--- src/rtl/dgc_pkg.sv ---
package dgc_pkg;
  localparam int REG_W   = 3;
  localparam int BIT_ME  = 0;
  localparam int BIT_NMI = 1;
  localparam int BIT_AE  = 2;

  // next state of one sticky flag
  function automatic logic flag_next(input logic cur, input logic set_evt,
                                     input logic clr_ok, input logic sb);
    if (sb)           return 1'b0;
    else if (set_evt) return 1'b1;
    else if (clr_ok)  return 1'b0;
    else              return cur;
  endfunction

  // next state of one arm bit
  function automatic logic arm_next(input logic cur, input logic rd_hit,
                                    input logic wr, input logic sb);
    if (sb)      return 1'b0;
    else if (wr) return rd_hit;
    else         return cur | rd_hit;
  endfunction

  // combined global permission for every channel
  function automatic logic global_ok(input logic me, input logic ae, input logic nmi);
    return me & ~ae & ~nmi;
  endfunction
endpackage

--- src/rtl/dgc_flag.sv ---
module dgc_flag
  import dgc_pkg::*;
(
  input  logic clk,
  input  logic rst_n,
  input  logic standby,
  input  logic set_evt,
  input  logic rd_en,
  input  logic wr_en,
  input  logic wr_bit,
  output logic flag_q,
  output logic armed_q,
  output logic clr_ok
);
  logic rd_hit;

  assign rd_hit = rd_en & flag_q;
  assign clr_ok = wr_en & ~wr_bit & armed_q;

  always_ff @(posedge clk) begin
    if (!rst_n) begin
      flag_q  <= 1'b0;
      armed_q <= 1'b0;
    end else begin
      flag_q  <= flag_next(flag_q, set_evt, clr_ok, standby);
      armed_q <= arm_next(armed_q, rd_hit, wr_en, standby);
    end
  end
endmodule

--- src/rtl/dgc_master.sv ---
module dgc_master #(
  parameter int NUM_CH = 4
) (
  input  logic              clk,
  input  logic              rst_n,
  input  logic              standby,
  input  logic              wr_en,
  input  logic              wr_bit,
  input  logic [NUM_CH-1:0] ch_busy,
  output logic              me_q,
  output logic              me_fall,
  output logic [NUM_CH-1:0] abort_q
);
  logic me_d;

  always_comb begin
    if (standby)    me_d = 1'b0;
    else if (wr_en) me_d = wr_bit;
    else            me_d = me_q;
  end

  assign me_fall = me_q & ~me_d;

  always_ff @(posedge clk) begin
    if (!rst_n) begin
      me_q    <= 1'b0;
      abort_q <= '0;
    end else begin
      me_q    <= me_d;
      abort_q <= me_fall ? ch_busy : '0;
    end
  end
endmodule

--- src/rtl/dgc_gate.sv ---
module dgc_gate #(
  parameter int NUM_CH = 4
) (
  input  logic              glob_ok,
  input  logic [NUM_CH-1:0] ch_en,
  input  logic [NUM_CH-1:0] ch_te,
  output logic [NUM_CH-1:0] ch_go
);
  for (genvar i = 0; i < NUM_CH; i++) begin : g_ch
    assign ch_go[i] = glob_ok & ch_en[i] & ~ch_te[i];
  end
endmodule

--- src/rtl/dgc_top.sv ---
module dgc_top
  import dgc_pkg::*;
#(
  parameter int NUM_CH = 4
) (
  input  logic              clk,
  input  logic              rst_n,
  input  logic              standby,
  input  logic              rd_en,
  input  logic              wr_en,
  input  logic [REG_W-1:0]  wr_data,
  output logic [REG_W-1:0]  rd_data,
  input  logic              addr_err_evt,
  input  logic              nmi_evt,
  input  logic [NUM_CH-1:0] ch_en,
  input  logic [NUM_CH-1:0] ch_te,
  input  logic [NUM_CH-1:0] ch_busy,
  output logic [NUM_CH-1:0] ch_go,
  output logic [NUM_CH-1:0] ch_abort
);
  logic ae_q, ae_armed, ae_clr;
  logic nmi_q, nmi_armed, nmi_clr;
  logic me_q, me_fall;
  logic glob_ok;

  dgc_flag u_ae (
    .clk(clk), .rst_n(rst_n), .standby(standby), .set_evt(addr_err_evt),
    .rd_en(rd_en), .wr_en(wr_en), .wr_bit(wr_data[BIT_AE]),
    .flag_q(ae_q), .armed_q(ae_armed), .clr_ok(ae_clr)
  );

  dgc_flag u_nmi (
    .clk(clk), .rst_n(rst_n), .standby(standby), .set_evt(nmi_evt),
    .rd_en(rd_en), .wr_en(wr_en), .wr_bit(wr_data[BIT_NMI]),
    .flag_q(nmi_q), .armed_q(nmi_armed), .clr_ok(nmi_clr)
  );

  dgc_master #(.NUM_CH(NUM_CH)) u_me (
    .clk(clk), .rst_n(rst_n), .standby(standby), .wr_en(wr_en),
    .wr_bit(wr_data[BIT_ME]), .ch_busy(ch_busy),
    .me_q(me_q), .me_fall(me_fall), .abort_q(ch_abort)
  );

  assign glob_ok = global_ok(me_q, ae_q, nmi_q);

  dgc_gate #(.NUM_CH(NUM_CH)) u_gate (
    .glob_ok(glob_ok), .ch_en(ch_en), .ch_te(ch_te), .ch_go(ch_go)
  );

  always_comb begin
    rd_data          = '0;
    rd_data[BIT_AE]  = ae_q;
    rd_data[BIT_NMI] = nmi_q;
    rd_data[BIT_ME]  = me_q;
  end
endmodule

--- config.mk ---
export PLATFORM = sky130hd
export DESIGN_NAME = dgc_top
export DESIGN_NICKNAME = d
export VERILOG_FILES = /design/src/rtl/dgc_pkg.sv /design/src/rtl/dgc_flag.sv /design/src/rtl/dgc_master.sv /design/src/rtl/dgc_gate.sv /design/src/rtl/dgc_top.sv
export SDC_FILE = /design/constraint.sdc
export NUM_CORES = 1
export LEC_CHECK = 0
export BUFFER_PORTS_ARGS = -buffer_cell sky130_fd_sc_hd__buf_4
export CAP_MARGIN = 30
export CORE_AREA = 8 8 45 47
export DETAILED_ROUTE_END_ITERATION = 12
export DIE_AREA = 0 0 53 55
export GPL_TIMING_DRIVEN = 1
export PLACE_DENSITY = 0.77
export SYNTH_ARGS = -nofsm -noshare
export SYNTH_HDL_FRONTEND = slang
export SYNTH_SLANG_ARGS = --single-unit
--- constraint.sdc ---
create_clock -name clk -period 1 [get_ports clk]
set_input_delay 0.05 -clock clk [delete_from_list [all_inputs] [get_ports clk]]
set_output_delay 0.05 -clock clk [all_outputs]
set_load 0.02 [all_outputs]
Yosys cells after proc, flatten, opt, wreduce, memory -nomap -nowiden
Cells that the tools add are included.
Widths: inputs -> output; s select.
- flip-flop bits (word level): 9
- word-level logic and storage cells: 47
- multiplexer cells: 8
- bitwise logic cells: 29
- reduce and logical (&&, ||, !) cells: 4
- operator list (cell ; number):
    $and 1x1->1 ; 17
    $not 1->1 ; 10
    $mux 1 ; 8
    $reduce_bool 2->1 ; 2
    $or 1x1->1 ; 2
    $reduce_and 2->1 ; 1
    $reduce_or 2->1 ; 1

Depth between registers and ports, before layout
Gate-level depths: netlist (run 1).
- word-level depth: 5
- depth in mapped cells: 2

Cells and area by module
Synthesis (run 1) repeated with hierarchy kept, for this count alone.
- cells, all modules: 48
- area, all modules: 435.4 um2
- modules (own cells, without submodules) (module ; instances ; cells each ; area an instance (um2)):
    dgc_flag ; 2 ; 11 ; 95.1
    dgc_master ; 1 ; 18 ; 175.2
    dgc_gate ; 1 ; 4 ; 35.0
    dgc_top ; 1 ; 4 ; 35.0

Worst setup path after synthesis (run 1)
No wires, ideal clock.
- path kind: reg-to-output
- from: register u_me.me_q
- to: output ch_go[0]
- arrival time: 1.335 ns
- required time: 0.950 ns
- slack: -0.385 ns
- cell stages (with the launch flop): 3
- buffers on the path: 0
- cells stage by stage: dfxtp_1 > or3b_1 > nor3b_1
- cells in the longest elaborated chain, start to end: 4
- RTL lines (item ; line ; RTL):
    from (decl) ; dgc_master.sv:10 ; output logic me_q,
    from (signal assigned) ; dgc_master.sv:29 ; me_q <= me_d;
    $and 1x1->1 (2 in a row) ; dgc_pkg.sv:26 ; return me & ~ae & ~nmi;
    $and 1x1->1 (2 in a row) ; dgc_gate.sv:10 ; assign ch_go[i] = glob_ok & ch_en[i] & ~ch_te[i];
    to (decl) ; dgc_top.sv:18 ; output logic [NUM_CH-1:0] ch_go,
No other way between the ends.

Worst setup path in the final report (run 1)
- from: register u_nmi.flag_q
- to: output ch_go[0]
- cells in the longest elaborated chain, start to end: 4
- RTL lines (item ; line ; RTL):
    from (decl) ; dgc_flag.sv:11 ; output logic flag_q,
    from (signal assigned) ; dgc_flag.sv:25 ; flag_q <= flag_next(flag_q, set_evt, clr_ok, standby);
    $not 1->1 ; dgc_pkg.sv:26 ;
    $and 1x1->1 ; dgc_pkg.sv:26 ;
    $and 1x1->1 (2 in a row) ; dgc_gate.sv:10 ;
No other way between the ends.

==> results of run 1 <==
-- cell usage after synthesis (all sizes together) --
library cell / count
or3b: 1
mux2i: 1
nor3: 2
nor4bb: 2
nor3b: 4
nor2: 3
nand2b: 4
inv: 1
nand2: 2
dfxtp: 9
buf: 3
a21oi: 6
nand3: 4
-- layout make-up --
class / count / area [um^2]
Inverter: 1 / 3.754
Multi-Input combinational cell: 29 / 220.2
Tap cell: 16 / 20.02
Sequential cell: 9 / 181.4
Clock buffer: 4 / 26.28
Timing Repair Buffer: 35 / 277.8
Fill cell: 144 / 654.4
-- state kept, by name (all words and copies together), names as in the netlist --
register / cells
u_ae.flag_q: 1
u_me.abort_q: 4
u_nmi.flag_q: 1
u_ae.armed_q: 1
u_me.me_q: 1
u_nmi.armed_q: 1
-- metal layers --
layer	GRT usage	vias to the layer above	part of all wire	wire length [um]
li1	-	216	-	-
met1	0.08423	175	0.37	430
met2	0.1230	30	0.47	545
met3	0.04545	2	0.15	178
met4	0.05172	0	0.0043	5
met5	0	-	0	0
-- cells by family after synthesis --
kind of cell    after synthesis  synth area share
flops                         9            0.4752
compound gates                6           0.07921
simple gates                 22            0.3498
buf+inv                       4           0.06929
mux                           1           0.02640
-- worst register-to-register path: cells and delay by family (launching register included) --
| kind | cells | cell delay (ns) |
|---|---|---|
| flip-flops | 1 | 0.32 |
| AND/OR/NAND/NOR | 2 | 0.35 |
-- path summary, 6_finish.rpt --
kind | startpoint | slack, ns | to | cells past startpoint
worst min register to register | u_ae.armed_q | 0.46 | u_ae.armed_q | 2
worst min-delay path | wr_data[0] | 0.04 | u_me.me_q | 3
worst max-delay path | u_nmi.flag_q | -0.42 | ch_go[0] | 3
worst max register to register | u_nmi.armed_q | 0.22 | u_nmi.flag_q | 2
-- what timing repair did --
| action | CTS | global route |
|---|---|---|
| endpoints found under the setup margin | 4 | 4 |
| resized for setup | 4 | 0 |
| gates cloned | 0 | 0 |
| pin swaps | 2 | 1 |
| hold endpoints to repair | 0 | 0 |
-- metrics by stage --
stage / power (mW) / setup WS [ns]
after floorplan: 0.4322 / -0.1528
after global placement: 0.5225 / -0.1436
after detailed placement: 0.5258 / -0.1720
after CTS: 0.7870 / -0.4253
after global routing: 0.8220 / -0.4719
final: 0.7802 / -0.4203
-- power groups by stage --
stage	clock network [mW]	registers, mW	logic, mW
after floorplan	0	0.382	0.0506
after global placement	0	0.377	0.145
after detailed placement	0	0.378	0.148
after CTS	0.268	0.370	0.150
after global routing	0.293	0.370	0.158
final	0.263	0.370	0.147
==> summary.md, run 1 <==
| Metric | Value |
|---|---|
| Status | finished with violations |
| Failing checks | setup timing |
| CP bufs+invs | 1 |
| Post-layout util | 0.5271 |
| Fmax | 704.1 MHz |
| Final Cycle Share | 1.420 |
| Critical path class | register to primary output |
| Reg clk slew, reported paths | 0.06 ns |
| Drt initial violations | 5 |
| Largest net degree at the start of global routing | 7 |
| GRT Util Overall | 0.08055 |
| Gp weighted congestion | 0.7981 |
| Critical path, cell by cell | or3b_4 > nor3b_4 > buf_6 |
| Total grt overflow | 0 |
| Final Slew Violations | 0 |
| Clock Skew | 0.002681 ns |
| Total number of vias | 423 |
| RSZ-0062 raised after global routing | yes |
| Dpl cells | 90 |
| Switching share of total power | 0.2190 |
| Root buffer selected by CTS | clkbuf_4 |
| Layout cells sized above 1 | 0.5641 |
| Commonest cells after routing, fill and taps aside | buf_4, dfxtp_1, a21oi_1 |
| Worst Hold Slack | 0.04413 ns |
| Full die area | 2915 um^2 |
| MaxCap Viol Count | 0 |
| Number of global-route vias before repair | 427 |
| Buffers added on ports | 32 |
| Initial antenna violation count | 0 |
| ANT nets after route | 0 |
| CTS Buf Count | 3 |
| Area grow syn2layout | 92.41% |
| Leakage power | 0.3414 nW |
| H-tree depth | 1 |
| Synthesized flop and latch total | 9 |
| Design Area, Final | 729.5 um^2 |
| Total iterations of the first detailed-routing run | 5 |
| Flop pwr share | 0.474 |
| Cell family with most CP delay | simple AND/OR/NAND/NOR gates |
| Die Span X | 53 um |
| Pwr/cell area | 1070 nW/um^2 |
| Cells after synthesis | 42 |
| Post-synthesis sequential area ratio | 0.4752 |
| Part of the power in combinational logic | 0.188 |
| Fin crit period | 1.420 ns |
| Detail Placement HPWL | 1.048 mm |
| Site Rows | 14 |
| TritonCTS clock tree | done |
| Main area contributors after synthesis | dfxtp_1, a21oi_1, nor3b_1, nand2b_1, buf_4 |
| Cell variety after synth | 13 |
| CP Launch Type | register |
| Critical-path maximum fanout | 4 |
| CTS sink count | 9 |
| Placed Area | 688.2 um^2 |
| Endpoints failing hold | 0 |
| Top-area cell type share of the netlist area | 0.4752 |
| Syn nets | 64 |
| Slowest-stage cell, CP | or3b_4 |
| Clock share of power | 0.338 |
| Net switching power figure | 0.1709 mW |
| Synth warnings | 0 |
| Int Pwr | 0.6093 mW |
| Post-CTS Setup Bufs | 0 |
| Max clock buf depth | 2 |
| Commonest non-fill, non-tap cell in the layout | buf_4 |
| Syn_area_per_cell | 9.027 um^2 |
| WP data arrival | 1.37 ns |
| I/O Pins | 33 |
| Peak VDD IR | 0.0005048 V |
| CP required | 0.95 ns |
| DR vias/cell | 4.500 |
| Clk_lat worst skew | 0.25 ns |
| Post-Syn Area | 379.1 um^2 |
| Max-slew headroom | 0.8417 |
| Crit end category | primary output |
| Post-layout nets | 101 |
| Drt drc | 0 |
| Ant. Diodes | 0 |
| Starting Density | 0.2740 |
| Core box area | 1384 um^2 |
| First-pass GRT wire length | 1.731 mm |
| Post-Layout Cell Count | 94 |
| Maximum single-stage delay on the critical path | 0.46 ns |
| Final Setup Violations | 4 |
| Min-Delay Path Class | input port to register |
| Fin Setup TNS | -1.661 ns |
| Worst Tran Pin Value | 0.2343 ns |
| Post-cts hold buffer count | 0 |
| Die H | 55 um |
| Routed wire per std cell | 12.33 um |
| Post-Route WL | 1.159 mm |
| Setup ws final | -0.4203 ns |
| Cell accounting for the most synthesized area | dfxtp_1 |
No activity file was read; power rests on OpenSTA's default activity.
==> run 2: changes to the inputs <==
--- a/config.mk
+++ b/config.mk
@@ -7,11 +7,12 @@
 export LEC_CHECK = 0
 export BUFFER_PORTS_ARGS = -buffer_cell sky130_fd_sc_hd__buf_4
 export CAP_MARGIN = 30
-export CORE_AREA = 8 8 45 47
+export CORE_MARGIN = 8
+export CORE_UTILIZATION = 33
 export DETAILED_ROUTE_END_ITERATION = 12
-export DIE_AREA = 0 0 53 55
 export GPL_TIMING_DRIVEN = 1
-export PLACE_DENSITY = 0.77
+export PLACE_DENSITY_LB_ADDON = 0.08
 export SYNTH_ARGS = -nofsm -noshare
 export SYNTH_HDL_FRONTEND = slang
+export SYNTH_HIERARCHICAL = 1
 export SYNTH_SLANG_ARGS = --single-unit
==> constraint.sdc (replaced) <==
create_clock -name clk -period 1 [get_ports clk]
set_input_delay 0.05 -clock clk [delete_from_list [all_inputs] [get_ports clk]]
set_output_delay 0.05 -clock clk [all_outputs]
set_load 0.05 [all_outputs]
==> run 2 against run 1 <==
- the flow still finishes with violations (setup timing)
- via count rose by 5.0%
- clock skew fell by 0.0025 ns
- global-route usage rose by 0.28 points
- fmax rose by 15%
- critical path depth did not move
- final area rose by 2.6%
- largest cell class unchanged
==> summary.md, run 2 <==
| Metric | Value |
|---|---|
| Starting Density | 0.3618 |
| CP required | 0.95 ns |
| Synth warnings | 6 |
| FF-to-FF path depth | 3 |
| Status | finished with violations |
| Initial antenna violation count | 0 |
| Commonest non-fill, non-tap cell in the layout | buf_4 |
| Crit end category | primary output |
| Routed wire per std cell | 12.71 um |
| Die H | 51.37 um |
| Number of global-route vias before repair | 426 |
| RSZ-0062 raised after global routing | yes |
| H-tree depth | 1 |
| Total iterations of the first detailed-routing run | 4 |
| Commonest cells after routing, fill and taps aside | buf_4, dfxtp_1, a21oi_1, nand2b_1 |
| Setup ws final | -0.2402 ns |
| MaxCap Viol Count | 0 |
| Post-cts hold buffer count | 0 |
| TritonCTS clock tree | done |
| Drt initial violations | 4 |
| Design Area, Final | 748.2 um^2 |
| Layout cells sized above 1 | 0.6000 |
| Total number of vias | 444 |
| Max reg flops | 4 |
| Peak VDD IR | 0.0008180 V |
| Post-Syn Area | 412.9 um^2 |
| WHS Path Cells | 3 |
| Critical path, cell by cell | nor3b_4 > and3b_2 > buf_8 |
| Pwr/cell area | 1080 nW/um^2 |
| CTS Buf Count | 3 |
| Area grow syn2layout | 81.21% |
| Full die area | 2639 um^2 |
| Total grt overflow | 0 |
| Detail Placement HPWL | 979.1 um |
| ANT nets after route | 0 |
| Reg clk slew, reported paths | 0.06 ns |
| Clock Skew | 0.0002274 ns |
| Leakage power | 0.3682 nW |
| Cells after synthesis | 43 |
| Slowest-stage cell, CP | dfxtp_2 |
| Post-layout nets | 103 |
| Syn nets | 65 |
| Worst slack, placed | -0.02713 ns |
| Core box area | 1141 um^2 |
| Post-Route WL | 1.195 mm |
| GRT Util Overall | 0.08338 |
| Critical-path maximum fanout | 4 |
| Biggest register | u_me/abort_q |
| First-pass GRT wire length | 1.787 mm |
| Max clock buf depth | 2 |
| WP data arrival | 1.19 ns |
| Buffers added on ports | 32 |
| Failing checks | setup timing |
| Largest net degree at the start of global routing | 8 |
| Ant. Diodes | 0 |
| Root buffer selected by CTS | clkbuf_4 |
| Syn_area_per_cell | 9.602 um^2 |
| Final Cycle Share | 1.240 |
| Gp weighted congestion | 0.7410 |
| CP Launch Type | register |
| Die Span X | 51.37 um |
| Final Slew Violations | 0 |
| Worst Tran Pin Value | 0.1809 ns |
| Placed Area | 676.9 um^2 |
| Clk_lat worst skew | 0.25 ns |
| Final Setup Violations | 4 |
| Site Rows | 12 |
| Fin crit period | 1.240 ns |
| Worst Hold Slack | 0.04458 ns |
| Min-Delay Path Class | input port to register |
| Critical path class | register to primary output |
| Endpoints failing hold | 0 |
| CTS sink count | 9 |
| I/O Pins | 33 |
| Maximum single-stage delay on the critical path | 0.33 ns |
| Drt drc | 0 |
| Tot Pwr | 0.8079 mW |
| Fmax | 806.3 MHz |
| Max-slew headroom | 0.8793 |
| DR vias/cell | 4.723 |
run 2: changes by cell type in the layout (fill, tap and decap cells not counted), sizes merged, moves of 2 or more:
cell    delta
and3b      +4
nor3b      -3
and4bb     +2
nor4bb     -2
run 2: per-stage QoR:
step | util | cells | TNS (ns)
detailed placement | 0.5932 | 89 | -0.07849
floorplan | - | 43 | 0
global route | 0.6557 | 94 | -1.137
global placement | 0.5932 | 89 | 0
finish | 0.6557 | 94 | -0.9106
CTS | 0.6524 | 94 | -0.9028
run 2: cell type report:
class / count / area [um^2]
Clock buffer: 4 / 26.28
Fill cell: 103 / 392.9
Inverter: 1 / 3.754
Multi-Input combinational cell: 30 / 217.7
Sequential cell: 9 / 182.7
Tap cell: 14 / 17.52
Timing Repair Buffer: 36 / 300.3
run 2: final timing paths:
kind / from / endpoint / slack [ns]
setup reg to reg: u_me/me_q / u_me/me_q / 0.04
hold / removal: nmi_evt / u_nmi/flag_q / 0.04
setup / recovery: u_nmi/flag_q / ch_go[2] / -0.24
hold reg to reg: u_ae/armed_q / u_ae/armed_q / 0.48
run 2: critical path: cells and delay by family (launching register included):
family | cells | cell delay (ns)
buffers and inverters | 1 | 0.15
DFF | 1 | 0.33
and+or+nand+nor | 2 | 0.46
run 2: report_power, final:
part | leakage, nW | switching [mW] | internal, mW
sequential | 0.0739 | 0.00528 | 0.367
clock | 0.0150 | 0.120 | 0.153
combinational | 0.279 | 0.0708 | 0.0915
run 2: repair_timing:
item / CTS / global route
buffers inserted: 1 / 0
endpoints found under the setup margin: 4 / 5
resized for setup: 9 / 1
endpoints found under the hold margin: 0 / 0
pin swaps: 3 / 4
run 2: layer usage:
| metal | wire length (um) | GRT usage |
|---|---|---|
| met5 | 0 | 0 |
| met1 | 480 | 0.09135 |
| met3 | 169 | 0.03757 |
| met4 | 0 | 0.03982 |
| met2 | 545 | 0.1336 |
